==> config.mk <==
export PLATFORM = sky130hd
export DESIGN_NAME = usb_irq_agg
export DESIGN_NICKNAME = d
export VERILOG_FILES = /design/src/rtl/usb_irq_pkg.sv /design/src/rtl/usb_irq_ctrl.sv /design/src/rtl/usb_irq_datapath.sv /design/src/rtl/usb_irq_agg.sv
export SDC_FILE = /design/constraint.sdc
export NUM_CORES = 1
export LEC_CHECK = 0
export ABC_AREA = 1
export BUFFER_PORTS_ARGS = -buffer_cell sky130_fd_sc_hd__buf_2
export CORE_MARGIN = 2
export CORE_UTILIZATION = 50
export CTS_CLUSTER_DIAMETER = 60
export CTS_CLUSTER_SIZE = 16
export DETAILED_ROUTE_END_ITERATION = 12
export HOLD_SLACK_MARGIN = 0.03
export PLACE_DENSITY = 0.85
export SLEW_MARGIN = 20
export SYNTH_ARGS = -nofsm -noshare
export SYNTH_HDL_FRONTEND = slang
export SYNTH_SLANG_ARGS = --single-unit
==> constraint.sdc <==
create_clock -name clk -period 2.04 [get_ports clk]
set_input_delay 0.408 -clock clk [delete_from_list [all_inputs] [get_ports clk]]
set_output_delay 0.408 -clock clk [all_outputs]
set_load 0.02 [all_outputs]
==> src/rtl/usb_irq_pkg.sv <==
package usb_irq_pkg;

  // bit positions inside the 32-bit event word
  localparam int TX_LSB   = 0;
  localparam int RX_LSB   = 9;   // receive endpoint 0 would sit at bit 8, never used
  localparam int CORE_LSB = 16;

  // register byte offsets
  localparam int OFF_REV     = 'h00;
  localparam int OFF_CTRL    = 'h04;
  localparam int OFF_STAT    = 'h08;
  localparam int OFF_RAW     = 'h20;
  localparam int OFF_SRC_SET = 'h24;
  localparam int OFF_SRC_CLR = 'h28;
  localparam int OFF_MSK     = 'h2C;
  localparam int OFF_MSK_SET = 'h30;
  localparam int OFF_MSK_CLR = 'h34;
  localparam int OFF_MASKED  = 'h38;
  localparam int OFF_EOI     = 'h3C;

  // strobes from decode to datapath
  typedef struct packed {
    logic        srcSet;
    logic        srcClr;
    logic        mskSet;
    logic        mskClr;
    logic        eoi;
    logic        ctrl;
    logic [31:0] data;
  } busStrb_t;

  function automatic logic [31:0] evtValidMask(int txN, int rxN, int coreN);
    logic [31:0] m;
    m = '0;
    for (int i = 0; i < txN; i++) m[TX_LSB + i] = 1'b1;
    for (int i = 0; i < rxN; i++) m[RX_LSB + i] = 1'b1;
    for (int i = 0; i <= coreN; i++) m[CORE_LSB + i] = 1'b1; // includes VBUS change bit
    return m;
  endfunction

endpackage

==> src/rtl/usb_irq_ctrl.sv <==
module usb_irq_ctrl
  import usb_irq_pkg::*;
#(
  parameter int          ADDR_W = 6,
  parameter logic [31:0] REV_ID = 32'h0A17_0201
) (
  input  logic              busSel,
  input  logic              busWr,
  input  logic [ADDR_W-1:0] busAddr,
  input  logic [31:0]       busWdata,
  input  logic [31:0]       srcQ,
  input  logic [31:0]       mskQ,
  input  logic              vbusDrive,
  output busStrb_t          strb,
  output logic [31:0]       busRdata
);

  logic wrEn;
  assign wrEn = busSel && busWr;

  always_comb begin
    strb        = '0;
    strb.data   = busWdata;
    strb.srcSet = wrEn && (busAddr == ADDR_W'(OFF_SRC_SET));
    strb.srcClr = wrEn && (busAddr == ADDR_W'(OFF_SRC_CLR));
    strb.mskSet = wrEn && (busAddr == ADDR_W'(OFF_MSK_SET));
    strb.mskClr = wrEn && (busAddr == ADDR_W'(OFF_MSK_CLR));
    strb.eoi    = wrEn && (busAddr == ADDR_W'(OFF_EOI));
    strb.ctrl   = wrEn && (busAddr == ADDR_W'(OFF_CTRL));
  end

  always_comb begin
    busRdata = '0;
    if      (busAddr == ADDR_W'(OFF_REV))    busRdata = REV_ID;
    else if (busAddr == ADDR_W'(OFF_STAT))   busRdata = {31'd0, vbusDrive};
    else if (busAddr == ADDR_W'(OFF_RAW))    busRdata = srcQ;
    else if (busAddr == ADDR_W'(OFF_MSK))    busRdata = mskQ;
    else if (busAddr == ADDR_W'(OFF_MASKED)) busRdata = srcQ & mskQ;
  end

endmodule

==> src/rtl/usb_irq_datapath.sv <==
module usb_irq_datapath
  import usb_irq_pkg::*;
#(
  parameter int TX_EP   = 5,
  parameter int RX_EP   = 4,
  parameter int CORE_EV = 8
) (
  input  logic               clk,
  input  logic               rstN,
  input  busStrb_t           strb,
  input  logic [TX_EP-1:0]   txEvt,
  input  logic [RX_EP-1:0]   rxEvt,
  input  logic [CORE_EV-1:0] coreEvt,
  input  logic               vbusDrive,
  output logic [31:0]        srcQ,
  output logic [31:0]        mskQ,
  output logic [31:0]        hwEvt,
  output logic               irqOut,
  output logic               softRst
);

  localparam logic [31:0] VALID = evtValidMask(TX_EP, RX_EP, CORE_EV);
  localparam int VBUS_BIT = CORE_LSB + CORE_EV;

  logic        vbusQ;
  logic        armed;
  logic        pending;
  logic [31:0] srcNext;
  logic [31:0] mskNext;

  // place each input line at its field position
  always_comb begin
    hwEvt = '0;
    for (int i = 0; i < TX_EP; i++)   hwEvt[TX_LSB + i]   = txEvt[i];
    for (int i = 0; i < RX_EP; i++)   hwEvt[RX_LSB + i]   = rxEvt[i];
    for (int i = 0; i < CORE_EV; i++) hwEvt[CORE_LSB + i] = coreEvt[i];
    hwEvt[VBUS_BIT] = vbusDrive ^ vbusQ;
  end

  // hardware events are OR-ed in after the clear, so they win
  always_comb begin
    srcNext = srcQ;
    if (strb.srcClr) srcNext = srcNext & ~strb.data;
    if (strb.srcSet) srcNext = srcNext | strb.data;
    srcNext = (srcNext | hwEvt) & VALID;

    mskNext = mskQ;
    if (strb.mskClr) mskNext = mskNext & ~strb.data;
    if (strb.mskSet) mskNext = mskNext | strb.data;
    mskNext = mskNext & VALID;
  end

  assign pending = |(srcQ & mskQ);

  always_ff @(posedge clk or negedge rstN) begin
    if (!rstN) begin
      srcQ    <= '0;
      mskQ    <= '0;
      vbusQ   <= 1'b0;
      armed   <= 1'b1;
      irqOut  <= 1'b0;
      softRst <= 1'b0;
    end else begin
      srcQ    <= srcNext;
      mskQ    <= mskNext;
      vbusQ   <= vbusDrive;
      irqOut  <= armed && pending;
      softRst <= strb.ctrl && strb.data[0];
      if (armed && pending) armed <= 1'b0;
      else if (strb.eoi)    armed <= 1'b1;
    end
  end

endmodule

==> src/rtl/usb_irq_agg.sv <==
module usb_irq_agg
  import usb_irq_pkg::*;
#(
  parameter int          ADDR_W  = 6,
  parameter int          TX_EP   = 5,
  parameter int          RX_EP   = 4,
  parameter int          CORE_EV = 8,
  parameter logic [31:0] REV_ID  = 32'h0A17_0201
) (
  input  logic               clk,
  input  logic               rstN,
  input  logic               busSel,
  input  logic               busWr,
  input  logic [ADDR_W-1:0]  busAddr,
  input  logic [31:0]        busWdata,
  output logic [31:0]        busRdata,
  input  logic [TX_EP-1:0]   txEvt,
  input  logic [RX_EP-1:0]   rxEvt,
  input  logic [CORE_EV-1:0] coreEvt,
  input  logic               vbusDrive,
  output logic               irqOut,
  output logic               softRst
);

  busStrb_t    strb;
  logic [31:0] srcQ;
  logic [31:0] mskQ;
  logic [31:0] hwEvt;

  usb_irq_ctrl #(.ADDR_W(ADDR_W), .REV_ID(REV_ID)) u_ctrl (
    .busSel(busSel), .busWr(busWr), .busAddr(busAddr), .busWdata(busWdata),
    .srcQ(srcQ), .mskQ(mskQ), .vbusDrive(vbusDrive),
    .strb(strb), .busRdata(busRdata)
  );

  usb_irq_datapath #(.TX_EP(TX_EP), .RX_EP(RX_EP), .CORE_EV(CORE_EV)) u_dp (
    .clk(clk), .rstN(rstN), .strb(strb),
    .txEvt(txEvt), .rxEvt(rxEvt), .coreEvt(coreEvt), .vbusDrive(vbusDrive),
    .srcQ(srcQ), .mskQ(mskQ), .hwEvt(hwEvt),
    .irqOut(irqOut), .softRst(softRst)
  );

endmodule

==> metrics.md <==
| Metric | Value |
|---|---|
| Mapped Area | 2370 sq um |
| Total chip power | between 1.5 and 2 mW |
| Top FF cell, synth | dfrtp_1 |
| # setup viols final | 0 |
| Setup TNS | 0 ns |
| H-tree depth | 2 |
| Crit path time final | 1.98 ns |
| Library cells used by synthesis | 26 |
| Clock Latency Late Sink | a little under 0.3 ns |
| P_leak | 1.38 nW |
| Detailed Place HPWL | about 4.2 mm |
| Critical Path AT | 1.57 ns |
| ANT cells | 0 |
| CP required | 1.63 ns |
| Rows | 25 |
| Die Y | between 70 and 80 microns |
| Async SR Flop Fraction | between 90% and 100% |
| # fillers | 413 |
| Relative slew slack | 65.1% |
| Vias per inst | around 5.3 |
| Final Max Slew Viols | 0 |
| Largest net degree at the start of global routing | 41 |
| WS Path Type | in2out |
| Clock sink count | 40 |
| Tcrit/Tclk final | 97.0% |
| Hold Vio Cnt, Final | 0 |
| Worst Path Max Fanout | 18 |
| GRT overflow | 0 |
| Simple-Gate Fraction of Synth Area | 34.8% |
| Total core area | 4660 sq um |
| Largest family of logic cells by synthesized area | simple AND/OR/NAND/NOR gates |
| Clk slew on worst S/H paths | 0.08 ns |
| Clock Skew | 0.00595 ns |
| PD cells | about 610 nW/um^2 |
| Fmax | 0.505 GHz |
| Avg Inst Size Synth | a little under 8 sq um |
| Die W | between 70 and 80 microns |
| Gpl congestion | 0.791 |
| Post-synthesis mux area share | 0% |
| Starting Density | 50.9% |
| Area contributors post-synth | dfrtp_1 (41%), nand2_1 (13%), nand3_1 (6.5%), o21ai_0 (5.9%), o21ai_1 (5.5%) |
| Post-CTS Repair Setup Buffers | 0 |
| Port bufs | 67 |
| Vias in the first global route | approximately 2100 |
| Status | finished clean |
| Final ANT Viol Nets | 0 |
| Drt first pass iters | 4 |
| I/O pin total | 94 |
| Crit path max-delay family | simple AND/OR/NAND/NOR gates |
| Flops & latches, synth | 40 |
| Root Buffer | clkbuf_8 |
| Synth Instances | about 310 |
| Dominant cell type by area after synthesis | dfrtp_1 |
| Residual DRC | 0 |
| CP endpoint kind | primary output |
| Hold_buf cts | 0 |
| Cts bufs inserted | 5 |
| Synth Area in XOR/XNOR | 0.369% |
| Initial antenna violation count | 0 |
| Adder-cell area share of the yosys netlist | 0% |
| Area Overhead vs Synth | 20.8% |
| Worst Setup Start Kind | input pin |
| Post-synth EDFFs | 0 |
| First-pass GRT wire length | 9.41 mm |
| Slowest CP cell | nor2_4 |
| WL/cell | between 10 and 15 microns |
| RSZ-0062 raised after global routing | no |
| Post-synth top area share | 41.1% |
| Post-detailed-routing wire length | a little under 6 mm |
| Compound-Gate Fraction of Synth Area | 12.1% |
| Nets | around 440 |
| Slowest stage delay, CP | 0.20 ns |
| Post-CTS sizing | 0 |
| GRT Total Usage | a little under a quarter |
| Maximum VDD drop | 0.315 mV |
| Crit-path cells | buf_2, nor2_4, nand3_1, nor2_4, buf_12, nand2_1, nand4_1, buf_2 |
| Max-cap violations | 0 |
| Clock Path Buffers | 2 |
| Layout cells sized above 1 | 26.3% |
| Via count | 2293 |
| Hold Crit Class | in2async |
| CTS tree | yes |
| Syn. warnings | 0 |
| Sequential share of the synthesized area | 42.2% |
| Actual slew at the worst max-slew pin | between 0.5 and 0.6 ns |
| Drt first-iter violations | 227 |
| Die footprint | 5310 sq um |
| Worst Path Buf+Inv | 3 |
==> synthesized netlist by cell type, types with 4 or more instances <==
library cell	number
buf_2	4
buf_4	13
dfrtp_1	39
inv_1	24
nand2_1	80
nand2_2	4
nand3_1	31
nand3b_1	17
nand4_1	9
nor2_1	7
o21ai_0	28
o21ai_1	26
==> final timing paths <==
check / from / end / slack [ns] / cells past startpoint
worst max-delay path: busAddr[1] / busRdata[16] / 0.06 / 8
worst min-delay path: rstN / u_dp.srcQ[23] / 0.17 / 2
worst max register to register: flip-flop / u_dp.armed / 0.88 / 7
worst min register to register: u_dp.vbusQ / u_dp.srcQ[24] / 0.51 / 2
max in group asynchronous: rstN / u_dp.armed / 1.49 / 2
min in group clk: vbusDrive / u_dp.vbusQ / 0.28 / 1
==> per-layer routing <==
metal	part of all wire (%)	up-vias	global-route usage [%]
met1	43	1052	29.1
met5	0	-	0
met2	50	93	40.2
met4	0.39	0	5.56
li1	-	1143	-
met3	6.8	5	3.87
==> cells by family (layout without fill, tap and decap cells) <==
| group | Yosys count | in the layout |
|---|---|---|
| other | 1 | 12 |
| AOI/OAI and AO/OA | 57 | 57 |
| buffers and inverters | 45 | 109 |
| and+or+nand+nor | 161 | 161 |
| DFF | 40 | 40 |
| xor gates and xnor gates | 1 | 1 |
==> worst reg2reg max path: cells and delay by family, from the launching register on <==
family / cells / cell delay (ns)
AND/OR/NAND/NOR: 6 / 0.50
flip-flops: 1 / 0.42
AO/OA/AOI/OAI: 1 / 0.15
==> stage by stage <==
| step | std cells | hold WS [ns] | area [sq um] | util, % | setup slack, ns |
|---|---|---|---|---|---|
| 4_1_cts | 434 | 0.191 | 2870 | 61.5 | 0.0615 |
| 5_1_grt | 434 | 0.218 | 2870 | 61.5 | 0.00124 |
| 2_1_floorplan | 316 | 0.112 | 2410 | - | 0.0806 |
| 3_5_place_dp | 426 | 0.498 | 2760 | 59.2 | 0.0614 |
| 3_3_place_gp | 426 | 0.478 | 2760 | 59.2 | 0.115 |
| 6_report | 434 | 0.168 | 2870 | 61.5 | 0.0612 |
==> area by class of cell <==
class                           instances  area (sq um)  share of cell area [%]
Sequential cell                        40          1000                    35.0
Timing Repair Buffer                   76           428                    14.9
Tap cell                               54          67.6                    2.36
Inverter                               25          93.8                    3.27
Clock inverter                          2          35.0                    1.22
Multi-Input combinational cell        231          1170                    40.7
Clock buffer                            6          72.6                    2.53
==> power by group <==
| part | switching, mW | internal, mW | total [mW] |
|---|---|---|---|
| sequential | 0.0326 | 0.834 | 0.866 |
| combinational | 0.157 | 0.0927 | 0.249 |
| clock | 0.281 | 0.363 | 0.644 |
==> placed cells by master, fill, tap and decap left out, types with 5 or more instances in the layout <==
cell type  instances
o21ai_1           26
nor2_1             7
nand3_1           31
conb_1            12
o21ai_0           28
inv_1             24
buf_2             67
dfrtp_1           39
nand4_1            9
buf_4              7
nand2_1           80
nand3b_1          17
clkbuf_8           5
Power figures use the tool's default switching activity.
